[src/rtl/ste_pkg.sv]
package ste_pkg;

  typedef enum logic [2:0] {
    ST_IDLE,
    ST_WR_NEXT,
    ST_WR_WAIT,
    ST_RD_NEXT,
    ST_RD_WAIT
  } ste_state_e;

  // one-cycle strobes from control to datapath
  typedef struct packed {
    logic clearRun;
    logic issueWrite;
    logic wrAccept;
    logic markWritten;
    logic issueRead;
    logic rdAccept;
    logic finishOk;
    logic finishErr;
  } ste_strobe_t;

  localparam logic [1:0] RESP_OKAY = 2'b00;

  localparam logic [6:0] OFS_CTRL = 7'h00;
  localparam logic [6:0] OFS_BASE = 7'h10;
  localparam logic [6:0] OFS_WNUM = 7'h18;
  localparam logic [6:0] OFS_RNUM = 7'h20;
  localparam logic [6:0] OFS_PROG = 7'h28;
  localparam logic [6:0] OFS_WCNT = 7'h30;
  localparam logic [6:0] OFS_RCNT = 7'h38;
  localparam logic [6:0] OFS_SUM  = 7'h40;
  localparam logic [6:0] OFS_RET  = 7'h48;

  localparam logic [1:0] PROG_START   = 2'd0;
  localparam logic [1:0] PROG_WRITTEN = 2'd1;
  localparam logic [1:0] PROG_READ    = 2'd2;

endpackage

[src/rtl/ste_hostregs.sv]
module ste_hostregs
  import ste_pkg::*;
#(
  parameter int LITE_AW = 7,
  parameter int DATA_W  = 32,
  localparam int STRB_W = DATA_W / 8
) (
  input  logic               clk,
  input  logic               rstN,
  input  logic [LITE_AW-1:0] sAwaddr,
  input  logic               sAwvalid,
  output logic               sAwready,
  input  logic [DATA_W-1:0]  sWdata,
  input  logic [STRB_W-1:0]  sWstrb,
  input  logic               sWvalid,
  output logic               sWready,
  output logic [1:0]         sBresp,
  output logic               sBvalid,
  input  logic               sBready,
  input  logic [LITE_AW-1:0] sAraddr,
  input  logic               sArvalid,
  output logic               sArready,
  output logic [DATA_W-1:0]  sRdata,
  output logic [1:0]         sRresp,
  output logic               sRvalid,
  input  logic               sRready,
  output logic [DATA_W-1:0]  baseReg,
  output logic [DATA_W-1:0]  wrNumReg,
  output logic [DATA_W-1:0]  rdNumReg,
  output logic               startPulse,
  input  logic [1:0]         progress,
  input  logic [DATA_W-1:0]  wrCountExt,
  input  logic [DATA_W-1:0]  rdCountExt,
  input  logic [DATA_W-1:0]  readSum,
  input  logic               retVal,
  input  logic               runDone,
  input  logic               ctrlIdle
);

  logic              wrFire;
  logic              arFire;
  logic [DATA_W-1:0] readMux;

  function automatic logic [DATA_W-1:0] mergeBytes(
    input logic [DATA_W-1:0] oldVal,
    input logic [DATA_W-1:0] newVal,
    input logic [STRB_W-1:0] strb
  );
    logic [DATA_W-1:0] res;
    res = oldVal;
    for (int b = 0; b < STRB_W; b++) begin
      if (strb[b]) res[b*8 +: 8] = newVal[b*8 +: 8];
    end
    return res;
  endfunction

  assign wrFire   = sAwvalid & sWvalid & ~sBvalid;
  assign sAwready = wrFire;
  assign sWready  = wrFire;
  assign sBresp   = RESP_OKAY;
  assign arFire   = sArvalid & ~sRvalid;
  assign sArready = ~sRvalid;
  assign sRresp   = RESP_OKAY;

  always_ff @(posedge clk) begin
    if (!rstN) begin
      baseReg    <= '0;
      wrNumReg   <= '0;
      rdNumReg   <= '0;
      startPulse <= 1'b0;
      sBvalid    <= 1'b0;
    end else begin
      startPulse <= 1'b0;
      if (sBvalid && sBready) sBvalid <= 1'b0;
      if (wrFire) begin
        sBvalid <= 1'b1;
        case (sAwaddr)
          LITE_AW'(OFS_CTRL): startPulse <= sWdata[0] & sWstrb[0];
          LITE_AW'(OFS_BASE): baseReg    <= mergeBytes(baseReg, sWdata, sWstrb);
          LITE_AW'(OFS_WNUM): wrNumReg   <= mergeBytes(wrNumReg, sWdata, sWstrb);
          LITE_AW'(OFS_RNUM): rdNumReg   <= mergeBytes(rdNumReg, sWdata, sWstrb);
          default: ;
        endcase
      end
    end
  end

  always_comb begin
    case (sAraddr)
      LITE_AW'(OFS_CTRL): readMux = DATA_W'({ctrlIdle, runDone, ~ctrlIdle});
      LITE_AW'(OFS_BASE): readMux = baseReg;
      LITE_AW'(OFS_WNUM): readMux = wrNumReg;
      LITE_AW'(OFS_RNUM): readMux = rdNumReg;
      LITE_AW'(OFS_PROG): readMux = DATA_W'(progress);
      LITE_AW'(OFS_WCNT): readMux = wrCountExt;
      LITE_AW'(OFS_RCNT): readMux = rdCountExt;
      LITE_AW'(OFS_SUM):  readMux = readSum;
      LITE_AW'(OFS_RET):  readMux = DATA_W'(retVal);
      default:            readMux = '0;
    endcase
  end

  always_ff @(posedge clk) begin
    if (!rstN) begin
      sRvalid <= 1'b0;
      sRdata  <= '0;
    end else begin
      if (sRvalid && sRready) sRvalid <= 1'b0;
      if (arFire) begin
        sRvalid <= 1'b1;
        sRdata  <= readMux;
      end
    end
  end

endmodule

[src/rtl/ste_ctrl.sv]
module ste_ctrl
  import ste_pkg::*;
(
  input  logic        clk,
  input  logic        rstN,
  input  logic        startPulse,
  input  logic        wrPhaseDone,
  input  logic        rdPhaseDone,
  input  logic        mBvalid,
  input  logic [1:0]  mBresp,
  input  logic        mRvalid,
  input  logic [1:0]  mRresp,
  output ste_strobe_t stb,
  output logic        mBready,
  output logic        mRready,
  output logic        ctrlIdle
);

  ste_state_e state, nextState;

  always_ff @(posedge clk) begin
    if (!rstN) state <= ST_IDLE;
    else       state <= nextState;
  end

  always_comb begin
    nextState = state;
    stb       = '0;
    case (state)
      ST_IDLE: begin
        if (startPulse) begin
          stb.clearRun = 1'b1;
          nextState    = ST_WR_NEXT;
        end
      end
      ST_WR_NEXT: begin
        if (wrPhaseDone) begin
          stb.markWritten = 1'b1;
          nextState       = ST_RD_NEXT;
        end else begin
          stb.issueWrite = 1'b1;
          nextState      = ST_WR_WAIT;
        end
      end
      ST_WR_WAIT: begin
        if (mBvalid) begin
          if (mBresp == RESP_OKAY) begin
            stb.wrAccept = 1'b1;
            nextState    = ST_WR_NEXT;
          end else begin
            stb.finishErr = 1'b1;
            nextState     = ST_IDLE;
          end
        end
      end
      ST_RD_NEXT: begin
        if (rdPhaseDone) begin
          stb.finishOk = 1'b1;
          nextState    = ST_IDLE;
        end else begin
          stb.issueRead = 1'b1;
          nextState     = ST_RD_WAIT;
        end
      end
      ST_RD_WAIT: begin
        if (mRvalid) begin
          if (mRresp == RESP_OKAY) begin
            stb.rdAccept = 1'b1;
            nextState    = ST_RD_NEXT;
          end else begin
            stb.finishErr = 1'b1;
            nextState     = ST_IDLE;
          end
        end
      end
      default: nextState = ST_IDLE;
    endcase
  end

  assign mBready  = (state == ST_WR_WAIT);
  assign mRready  = (state == ST_RD_WAIT);
  assign ctrlIdle = (state == ST_IDLE);

endmodule

[src/rtl/ste_datapath.sv]
module ste_datapath
  import ste_pkg::*;
#(
  parameter int DATA_W       = 32,
  parameter int ADDR_W       = 32,
  parameter int WINDOW_WORDS = 1024,
  localparam int CNT_W       = $clog2(WINDOW_WORDS + 1)
) (
  input  logic              clk,
  input  logic              rstN,
  input  ste_strobe_t       stb,
  input  logic [ADDR_W-1:0] baseAddr,
  input  logic [DATA_W-1:0] wrNum,
  input  logic [DATA_W-1:0] rdNum,
  output logic              mAwvalid,
  input  logic              mAwready,
  output logic [ADDR_W-1:0] mAwaddr,
  output logic              mWvalid,
  input  logic              mWready,
  output logic [DATA_W-1:0] mWdata,
  output logic              mArvalid,
  input  logic              mArready,
  output logic [ADDR_W-1:0] mAraddr,
  input  logic [DATA_W-1:0] mRdata,
  output logic              wrPhaseDone,
  output logic              rdPhaseDone,
  output logic [1:0]        progress,
  output logic [CNT_W-1:0]  wrCount,
  output logic [CNT_W-1:0]  rdCount,
  output logic [DATA_W-1:0] readSum,
  output logic              retVal,
  output logic              runDone
);

  localparam logic [DATA_W-1:0] WIN = DATA_W'(WINDOW_WORDS);

  logic [DATA_W-1:0] wClamp, rRoom, rClamp;
  logic [CNT_W-1:0]  effW, effR;

  assign wClamp = (wrNum > WIN) ? WIN : wrNum;
  assign rRoom  = WIN - wClamp;
  assign rClamp = (rdNum > rRoom) ? rRoom : rdNum;

  assign wrPhaseDone = (wrCount == effW);
  assign rdPhaseDone = (rdCount == effR);

  // run bookkeeping: counts, progress, sum, result
  always_ff @(posedge clk) begin
    if (!rstN) begin
      effW     <= '0;
      effR     <= '0;
      wrCount  <= '0;
      rdCount  <= '0;
      readSum  <= '0;
      progress <= PROG_START;
      retVal   <= 1'b0;
      runDone  <= 1'b0;
    end else begin
      if (stb.clearRun) begin
        effW     <= CNT_W'(wClamp);
        effR     <= CNT_W'(rClamp);
        wrCount  <= '0;
        rdCount  <= '0;
        readSum  <= '0;
        progress <= PROG_START;
        retVal   <= 1'b0;
        runDone  <= 1'b0;
      end
      if (stb.wrAccept)    wrCount  <= wrCount + 1'b1;
      if (stb.markWritten) progress <= PROG_WRITTEN;
      if (stb.rdAccept) begin
        rdCount <= rdCount + 1'b1;
        readSum <= readSum + mRdata;
      end
      if (stb.finishOk) begin
        progress <= PROG_READ;
        retVal   <= 1'b1;
        runDone  <= 1'b1;
      end
      if (stb.finishErr) runDone <= 1'b1;
    end
  end

  // single-beat request channels
  always_ff @(posedge clk) begin
    if (!rstN) begin
      mAwvalid <= 1'b0;
      mWvalid  <= 1'b0;
      mArvalid <= 1'b0;
      mAwaddr  <= '0;
      mWdata   <= '0;
      mAraddr  <= '0;
    end else begin
      if (mAwvalid && mAwready) mAwvalid <= 1'b0;
      if (mWvalid && mWready)   mWvalid  <= 1'b0;
      if (mArvalid && mArready) mArvalid <= 1'b0;
      if (stb.issueWrite) begin
        mAwvalid <= 1'b1;
        mWvalid  <= 1'b1;
        mAwaddr  <= baseAddr + (ADDR_W'(wrCount) << 2);
        mWdata   <= DATA_W'(wrCount);
      end
      if (stb.issueRead) begin
        mArvalid <= 1'b1;
        mAraddr  <= baseAddr + (ADDR_W'(effW + rdCount) << 2);
      end
    end
  end

endmodule

[src/rtl/shmem_test_engine.sv]
module shmem_test_engine
  import ste_pkg::*;
#(
  parameter int LITE_AW      = 7,
  parameter int DATA_W       = 32,
  parameter int ADDR_W       = 32,
  parameter int WINDOW_WORDS = 1024,
  localparam int STRB_W      = DATA_W / 8,
  localparam int CNT_W       = $clog2(WINDOW_WORDS + 1)
) (
  input  logic               clk,
  input  logic               rstN,
  input  logic [LITE_AW-1:0] sAwaddr,
  input  logic               sAwvalid,
  output logic               sAwready,
  input  logic [DATA_W-1:0]  sWdata,
  input  logic [STRB_W-1:0]  sWstrb,
  input  logic               sWvalid,
  output logic               sWready,
  output logic [1:0]         sBresp,
  output logic               sBvalid,
  input  logic               sBready,
  input  logic [LITE_AW-1:0] sAraddr,
  input  logic               sArvalid,
  output logic               sArready,
  output logic [DATA_W-1:0]  sRdata,
  output logic [1:0]         sRresp,
  output logic               sRvalid,
  input  logic               sRready,
  output logic [ADDR_W-1:0]  mAwaddr,
  output logic [7:0]         mAwlen,
  output logic [2:0]         mAwsize,
  output logic [1:0]         mAwburst,
  output logic               mAwvalid,
  input  logic               mAwready,
  output logic [DATA_W-1:0]  mWdata,
  output logic [STRB_W-1:0]  mWstrb,
  output logic               mWlast,
  output logic               mWvalid,
  input  logic               mWready,
  input  logic [1:0]         mBresp,
  input  logic               mBvalid,
  output logic               mBready,
  output logic [ADDR_W-1:0]  mAraddr,
  output logic [7:0]         mArlen,
  output logic [2:0]         mArsize,
  output logic [1:0]         mArburst,
  output logic               mArvalid,
  input  logic               mArready,
  input  logic [DATA_W-1:0]  mRdata,
  input  logic [1:0]         mRresp,
  input  logic               mRvalid,
  output logic               mRready
);

  localparam logic [2:0] BEAT_SIZE = 3'($clog2(STRB_W));

  ste_strobe_t       stb;
  logic [DATA_W-1:0] baseReg, wrNumReg, rdNumReg, readSum;
  logic [ADDR_W-1:0] baseAddrM;
  logic              startPulse, wrPhaseDone, rdPhaseDone;
  logic              retVal, runDone, ctrlIdle;
  logic [1:0]        progress;
  logic [CNT_W-1:0]  wrCount, rdCount;

  assign baseAddrM = ADDR_W'(baseReg);

  assign mAwlen   = 8'd0;
  assign mAwsize  = BEAT_SIZE;
  assign mAwburst = 2'b01;
  assign mWstrb   = '1;
  assign mWlast   = 1'b1;
  assign mArlen   = 8'd0;
  assign mArsize  = BEAT_SIZE;
  assign mArburst = 2'b01;

  ste_hostregs #(.LITE_AW(LITE_AW), .DATA_W(DATA_W)) i_hostregs (
    .clk        (clk),
    .rstN       (rstN),
    .sAwaddr    (sAwaddr),
    .sAwvalid   (sAwvalid),
    .sAwready   (sAwready),
    .sWdata     (sWdata),
    .sWstrb     (sWstrb),
    .sWvalid    (sWvalid),
    .sWready    (sWready),
    .sBresp     (sBresp),
    .sBvalid    (sBvalid),
    .sBready    (sBready),
    .sAraddr    (sAraddr),
    .sArvalid   (sArvalid),
    .sArready   (sArready),
    .sRdata     (sRdata),
    .sRresp     (sRresp),
    .sRvalid    (sRvalid),
    .sRready    (sRready),
    .baseReg    (baseReg),
    .wrNumReg   (wrNumReg),
    .rdNumReg   (rdNumReg),
    .startPulse (startPulse),
    .progress   (progress),
    .wrCountExt (DATA_W'(wrCount)),
    .rdCountExt (DATA_W'(rdCount)),
    .readSum    (readSum),
    .retVal     (retVal),
    .runDone    (runDone),
    .ctrlIdle   (ctrlIdle)
  );

  ste_ctrl i_ctrl (
    .clk         (clk),
    .rstN        (rstN),
    .startPulse  (startPulse),
    .wrPhaseDone (wrPhaseDone),
    .rdPhaseDone (rdPhaseDone),
    .mBvalid     (mBvalid),
    .mBresp      (mBresp),
    .mRvalid     (mRvalid),
    .mRresp      (mRresp),
    .stb         (stb),
    .mBready     (mBready),
    .mRready     (mRready),
    .ctrlIdle    (ctrlIdle)
  );

  ste_datapath #(
    .DATA_W(DATA_W), .ADDR_W(ADDR_W), .WINDOW_WORDS(WINDOW_WORDS)
  ) i_datapath (
    .clk         (clk),
    .rstN        (rstN),
    .stb         (stb),
    .baseAddr    (baseAddrM),
    .wrNum       (wrNumReg),
    .rdNum       (rdNumReg),
    .mAwvalid    (mAwvalid),
    .mAwready    (mAwready),
    .mAwaddr     (mAwaddr),
    .mWvalid     (mWvalid),
    .mWready     (mWready),
    .mWdata      (mWdata),
    .mArvalid    (mArvalid),
    .mArready    (mArready),
    .mAraddr     (mAraddr),
    .mRdata      (mRdata),
    .wrPhaseDone (wrPhaseDone),
    .rdPhaseDone (rdPhaseDone),
    .progress    (progress),
    .wrCount     (wrCount),
    .rdCount     (rdCount),
    .readSum     (readSum),
    .retVal      (retVal),
    .runDone     (runDone)
  );

endmodule

[config.mk]
export PLATFORM = sky130hd
export DESIGN_NAME = shmem_test_engine
export DESIGN_NICKNAME = d
export VERILOG_FILES = /design/src/rtl/ste_pkg.sv /design/src/rtl/ste_hostregs.sv /design/src/rtl/ste_ctrl.sv /design/src/rtl/ste_datapath.sv /design/src/rtl/shmem_test_engine.sv
export SDC_FILE = /design/constraint.sdc
export NUM_CORES = 1
export LEC_CHECK = 0
export BUFFER_PORTS_ARGS = -buffer_cell sky130_fd_sc_hd__buf_2
export CORE_ASPECT_RATIO = 2
export CORE_MARGIN = 2
export CORE_UTILIZATION = 58
export CTS_CLUSTER_DIAMETER = 100
export DETAILED_ROUTE_END_ITERATION = 10
export PLACE_DENSITY = 0.77
export SYNTH_ARGS = -nofsm -noshare
export SYNTH_HDL_FRONTEND = slang
export SYNTH_SLANG_ARGS = --single-unit
export TNS_END_PERCENT = 30
[constraint.sdc]
create_clock -name clk -period 5.5 [get_ports clk]
set_input_delay 1.1 -clock clk [delete_from_list [all_inputs] [get_ports clk]]
set_output_delay 1.1 -clock clk [all_outputs]
set_load 0.01 [all_outputs]
Yosys cells after proc, flatten, opt, wreduce, memory -nomap -nowiden
Cells that the tools add are included.
- input bits: 98
- bits in registers: 292
- equality and inequality tests: 20
- order comparisons: 2
- bitwise gates (word level): 8
- $add $sub $neg: 7
- reductions and logical operators: 36
- multiplexer cells: 53
- operators by type and width (kind ; count):
    one-hot mux 32 bit (9 select lines) ; 1
    two-way mux 32 bit ; 3
    adder 32 bit ; 2
    two-way mux 11 bit ; 4
    AND reduction 3 bit ; 14
    equality test 7 x 6 -> 1 bit, second input constant ; 5
    two-way mux 1 bit ; 35
    adder 32 x 13 -> 32 bit ; 1
    greater-than comparator 32 x 11 -> 1 bit, second input constant ; 1
    greater-than comparator 32 bit ; 1
    subtractor 11 x 32 -> 32 bit, first input constant ; 1
    equality test 7 x 5 -> 1 bit, second input constant ; 4
    adder 11 x 1 -> 11 bit, second input constant ; 2
    equality test 11 bit ; 2
    nonzero test 2 bit ; 9
    one-hot mux 3 bit (5 select lines) ; 1
    equality test 7 bit, second input constant ; 2
    zero test 7 bit ; 2
    adder 11 x 11 -> 12 bit ; 1
    two-way mux 3 bit ; 4
    two-way mux 2 bit ; 4
    equality test 3 x 2 -> 1 bit, second input constant ; 2
    nonzero test 3 bit ; 2
    logical AND 1 bit ; 5
    10 further kinds ; 18

Logic depth before layout (Yosys ltp)
- depth after elaboration: 5
- gate-level depth with buffers: 23
- gate-level depth less buffers: 19

Hierarchy
From an unflattened synthesis, not the netlist that was laid out.
- cells, all modules: 2027
- area total of the unflattened synthesis: 17782.1 sq um
- modules (own cells, without submodules) (module ; area an instance (sq um) ; cells each ; instances):
    ste_datapath ; 10645.2 ; 1312 ; 1
    ste_hostregs ; 6563.8 ; 640 ; 1
    ste_ctrl ; 332.8 ; 42 ; 1
    shmem_test_engine ; 240.2 ; 33 ; 1

Worst setup path after synthesis
No wires, ideal clock.
- kind: register to register
- start point: register i_hostregs.wrNumReg[4]
- end point: register i_datapath.effR[3]
- setup time: 0.091 ns
- data required time: 5.409 ns
- arrival time: 4.507 ns
- slack: 0.902 ns
- path buffers: 5
- stages on the path, launching flop included: 22
- period minus slack after synthesis: 4.598 ns
- cell sequence: dfxtp_1 -> buf_6 -> or3_1 -> or3_1 -> buf_2 -> o31ai_4 -> and2_4 -> buf_6 -> buf_2 -> nand2_1 -> ha_1 -> clkbuf_1 -> or2_2 -> ha_1 -> a21o_1 -> a21o_1 -> a211oi_1 -> o21bai_1 -> a311o_1 -> o21ai_1 -> nand2_1 -> a311oi_1
- longest elaborated chain between the ends: 5
- ends and longest elaborated chain (what ; line ; source):
    from (decl) ; ste_hostregs.sv:28 ; output logic [DATA_W-1:0] wrNumReg,
    from (signal assigned) ; ste_hostregs.sv:80 ; LITE_AW'(OFS_WNUM): wrNumReg <= mergeBytes(wrNumReg, sWdata, sWstrb);
    greater-than comparator 32 x 11 -> 1 bit ; ste_datapath.sv:40 ; assign wClamp = (wrNum > WIN) ? WIN : wrNum;
    two-way mux 32 bit (*) ; ste_datapath.sv:40 ;
    subtractor 11 x 32 -> 32 bit (*) ; ste_datapath.sv:41 ; assign rRoom = WIN - wClamp;
    greater-than comparator 32 bit ; ste_datapath.sv:42 ; assign rClamp = (rdNum > rRoom) ? rRoom : rdNum;
    two-way mux 11 bit (*) ; ste_datapath.sv:42 ;
    to (signal assigned) ; ste_datapath.sv:61 ; effR <= CNT_W'(rClamp);
    to (decl) ; ste_datapath.sv:38 ; logic [CNT_W-1:0] effW, effR;
Mark *: on every way between the ends. The rest lies on a longest branch, timed or not.
A chain may end at the register's enable or synchronous reset.

Worst setup path after layout
Ends and elaborated chain as after synthesis.

==> results.toml <==
[worst_hold_path]
hp-class = "reg2reg"
hp-start = "i_datapath.progress[0]"
min_delay_worst_endpoint = "i_datapath.progress[0]"
hold_depth = 2

[clocking]
cts_tree = "done"
postCtsSetupRepairBufs = 0
htreeDepth = 1
path_clk_slew_ns = 0.07
cts_num_sinks = 292
cts_hold_buf = 0
cts_buffers = 27
clockBufferDepth = 3
clock_latency_ns = 0.58
cts_repair_resize_count = 0
ctsRootBufferMaster = "clkbuf_16"

[finish]
drive_above_1_share_pct = 14.8
layout_commonest_cell = "dfxtp_1"
finalCoreUtilization_pct = 66.7
area_delta_synth_final_pct = 12.9
final_cell_mix = "dfxtp_1 (292), a21oi_1 (241), nor2_1 (231), buf_2 (214), nand2_1 (183)"
post_layout_nonfiller_instances = 2637
nets = 2457

[synthesis]
synth_seq_cells = 292
synth-async-reset-ratio_pct = 0
ys_types = 77
synth_edf_count = 0
ys_seq_area_share_pct = 34.3
synth_warnings = 0
syn_area_per_cell_sq_um = 8.15
synth.cell_area_sq_mm = 0.0170
ys.flop_type = "dfxtp_1"
syn-instance-count = 2091

[global_route]
grt_pass1_vias = 16000
overflow = 0
grt_usage_pct = 38.5
grt_pass1_wl_um = 91800
grt_antenna_before_repair = 1
grt_max_degree = 164

[run]
drv_cap = 0

[placement]
post-place-ws_ns = 0.661
dp_hpwl_um = 46300
dpl.cell_count = 2586
io_buffers = 214
gp_congestion = 1.00

[power_and_ir_drop]
leakage_nw = 8.38
vdd_drop_max_mv = 0.406
cellPowerDensity_mw_per_mm2 = 241
power_mw = 4.62

[timing]
finalMaxSlewViolations = 0
finalSetupViolCount = 0
clock.fmax_mhz = 201
hold_violations = 0
fin_ws_ns = 0.526
grt_setup_unrepaired = "no"
skew_ns = 0.0230
finalCritPeriodShare_pct = 90.4
worst_pin_slew_ns = 1.13
min_period_ns = 4.97
relSlewSlack_pct = 24.1
setup_tns_ns = 0

[floorplan]
dieWidth_um = 125
start_util_pct = 59.0
io_pins = 271
dieArea_sq_mm = 0.0308
rows = 88
die_h_um = 246
core_sq_mm = 0.0288

[critical_path]
start_kind = "flip-flop"
endpoint_kind = "flip-flop"
cp.required_ns = 5.97
r2r-end = "i_datapath.effR[3]"
r2r_cells = 16
r2r_setup_slack_ns = 0.53
crit_arrival_ns = 5.45
critPathMaxFanout = 21
setup.worst_path.class = "reg2reg"
r2r-start = "i_hostregs.wrNumReg[4]"

[route]
first_iter_violations = 1337
drc = 0
viasPerCell = 6.37
ant_nets = 0
drt_pre_antenna_iters = 7
vias = 16800
routed_wl_um = 61400
wire_per_inst_um = 23.3

[status]
status = "complete, no violations"
report_power, final:
group          switching, mW  internal, mW
sequential           0.00518          2.12
clock                  0.915          1.36
combinational          0.161        0.0658
kinds of logic (layout without fill, tap and decap cells):
kind of cell             Yosys count  after routing  share of synthesized area [%]
buffers and inverters            201            321                           5.80
AND/OR/NAND/NOR                  705            705                           19.3
multiplexers                     117            117                           6.96
adder cells (fa/ha/maj)          104            104                           7.82
other                              2             68                         0.0441
XOR/XNOR                          97             97                           4.99
flip-flops                       292            292                           34.3
AO/OA/AOI/OAI                    573            573                           20.8
worst max path at each step:
stage          cells after the start            endpoint              startpoint  slack, ns
6_report                          16  i_datapath.effR[3]  i_hostregs.wrNumReg[4]       0.53
3_3_place_gp                      16  i_datapath.effR[3]  i_hostregs.wrNumReg[4]       0.74
4_1_cts                           16  i_datapath.effR[3]  i_hostregs.wrNumReg[4]       0.63
3_5_place_dp                      16  i_datapath.effR[3]  i_hostregs.wrNumReg[4]       0.66
2_1_floorplan                     21  i_datapath.effR[3]  i_hostregs.wrNumReg[4]       0.90
5_1_grt                           16  i_datapath.effR[3]  i_hostregs.wrNumReg[4]       0.24
registers in the layout, summed over array words and instances, names as in the netlist, 3 cells and up:
register and cells:
i_datapath.wrCount 11, i_hostregs.baseReg 32, i_datapath.mWdata 11, i_datapath.effW 11, i_hostregs.sRdata 32, i_datapath.readSum 32
i_hostregs.rdNumReg 32, i_datapath.rdCount 11, i_datapath.effR 11, i_datapath.mAwaddr 32, i_hostregs.wrNumReg 32, i_datapath.mAraddr 32
i_ctrl.state 3
routing by layer:
metal | routed length [um] | share of wire [%] | global-route usage [%] | vias up
li1 | - | - | - | 7698
met1 | 20400 | 33 | 38.5 | 7930
met2 | 30600 | 50 | 69.4 | 861
met3 | 3890 | 6.3 | 5.08 | 314
met4 | 6510 | 11 | 33.3 | 0
met5 | 0 | 0 | 0 | -
worst max-delay path, stage by stage, from the launching register on:
cell and delay, ns:
dfxtp_1 0.41, or3_1 0.42, or3_1 0.44, o31ai_4 0.27, and2_4 0.30, nand2_1 0.11, ha_1 0.39, or2_2 0.37
ha_1 0.18, a21o_1 0.16, a21o_1 0.17, a211oi_1 0.22, o21bai_1 0.11, a311o_1 0.41, o21ai_1 0.52, nand2_1 0.13
a311oi_1 0.27
metrics by stage:
stage / cell area [sq um] / hold slack, ns
final: 19200 / 0.469
after detailed placement: 18200 / 0.458
after CTS: 19200 / 0.470
after global routing: 19200 / 0.497
after floorplan: 17300 / 0.444
after global placement: 18200 / 0.453
cell usage after synthesis, drive strengths merged (12+ instances only):
cell type  instances  area (sq um)
nor3              44           220
dfxtp            292          5850
buf               68           489
a22oi             62           465
nor2b             13          81.3
nor4              12          75.1
or3               13          81.3
or2               24           150
nand4             26           163
a211oi            28           215
nand3             77           385
xnor2             67           587
and3              23           144
nand2            183           687
o21ai             95           475
and2              16           103
ha               100          1250
clkbuf           102           383
a31oi             20           125
o21a              16           120
mux2i            105          1050
mux2              12           135
o21bai            12          90.1
a21o              27           203
xor2              30           263
inv               30           113
nor2             233           875
a21oi            241          1210
layout make-up:
type	count	area, sq um
Antenna cell	1	2.50
Clock buffer	30	707
Clock inverter	20	357
Fill cell	2529	9620
Inverter	31	121
Multi-Input combinational cell	1663	10500
Sequential cell	292	5850
Tap cell	360	450
Timing Repair Buffer	240	1280
No activity file was read; power rests on OpenSTA's default activity.
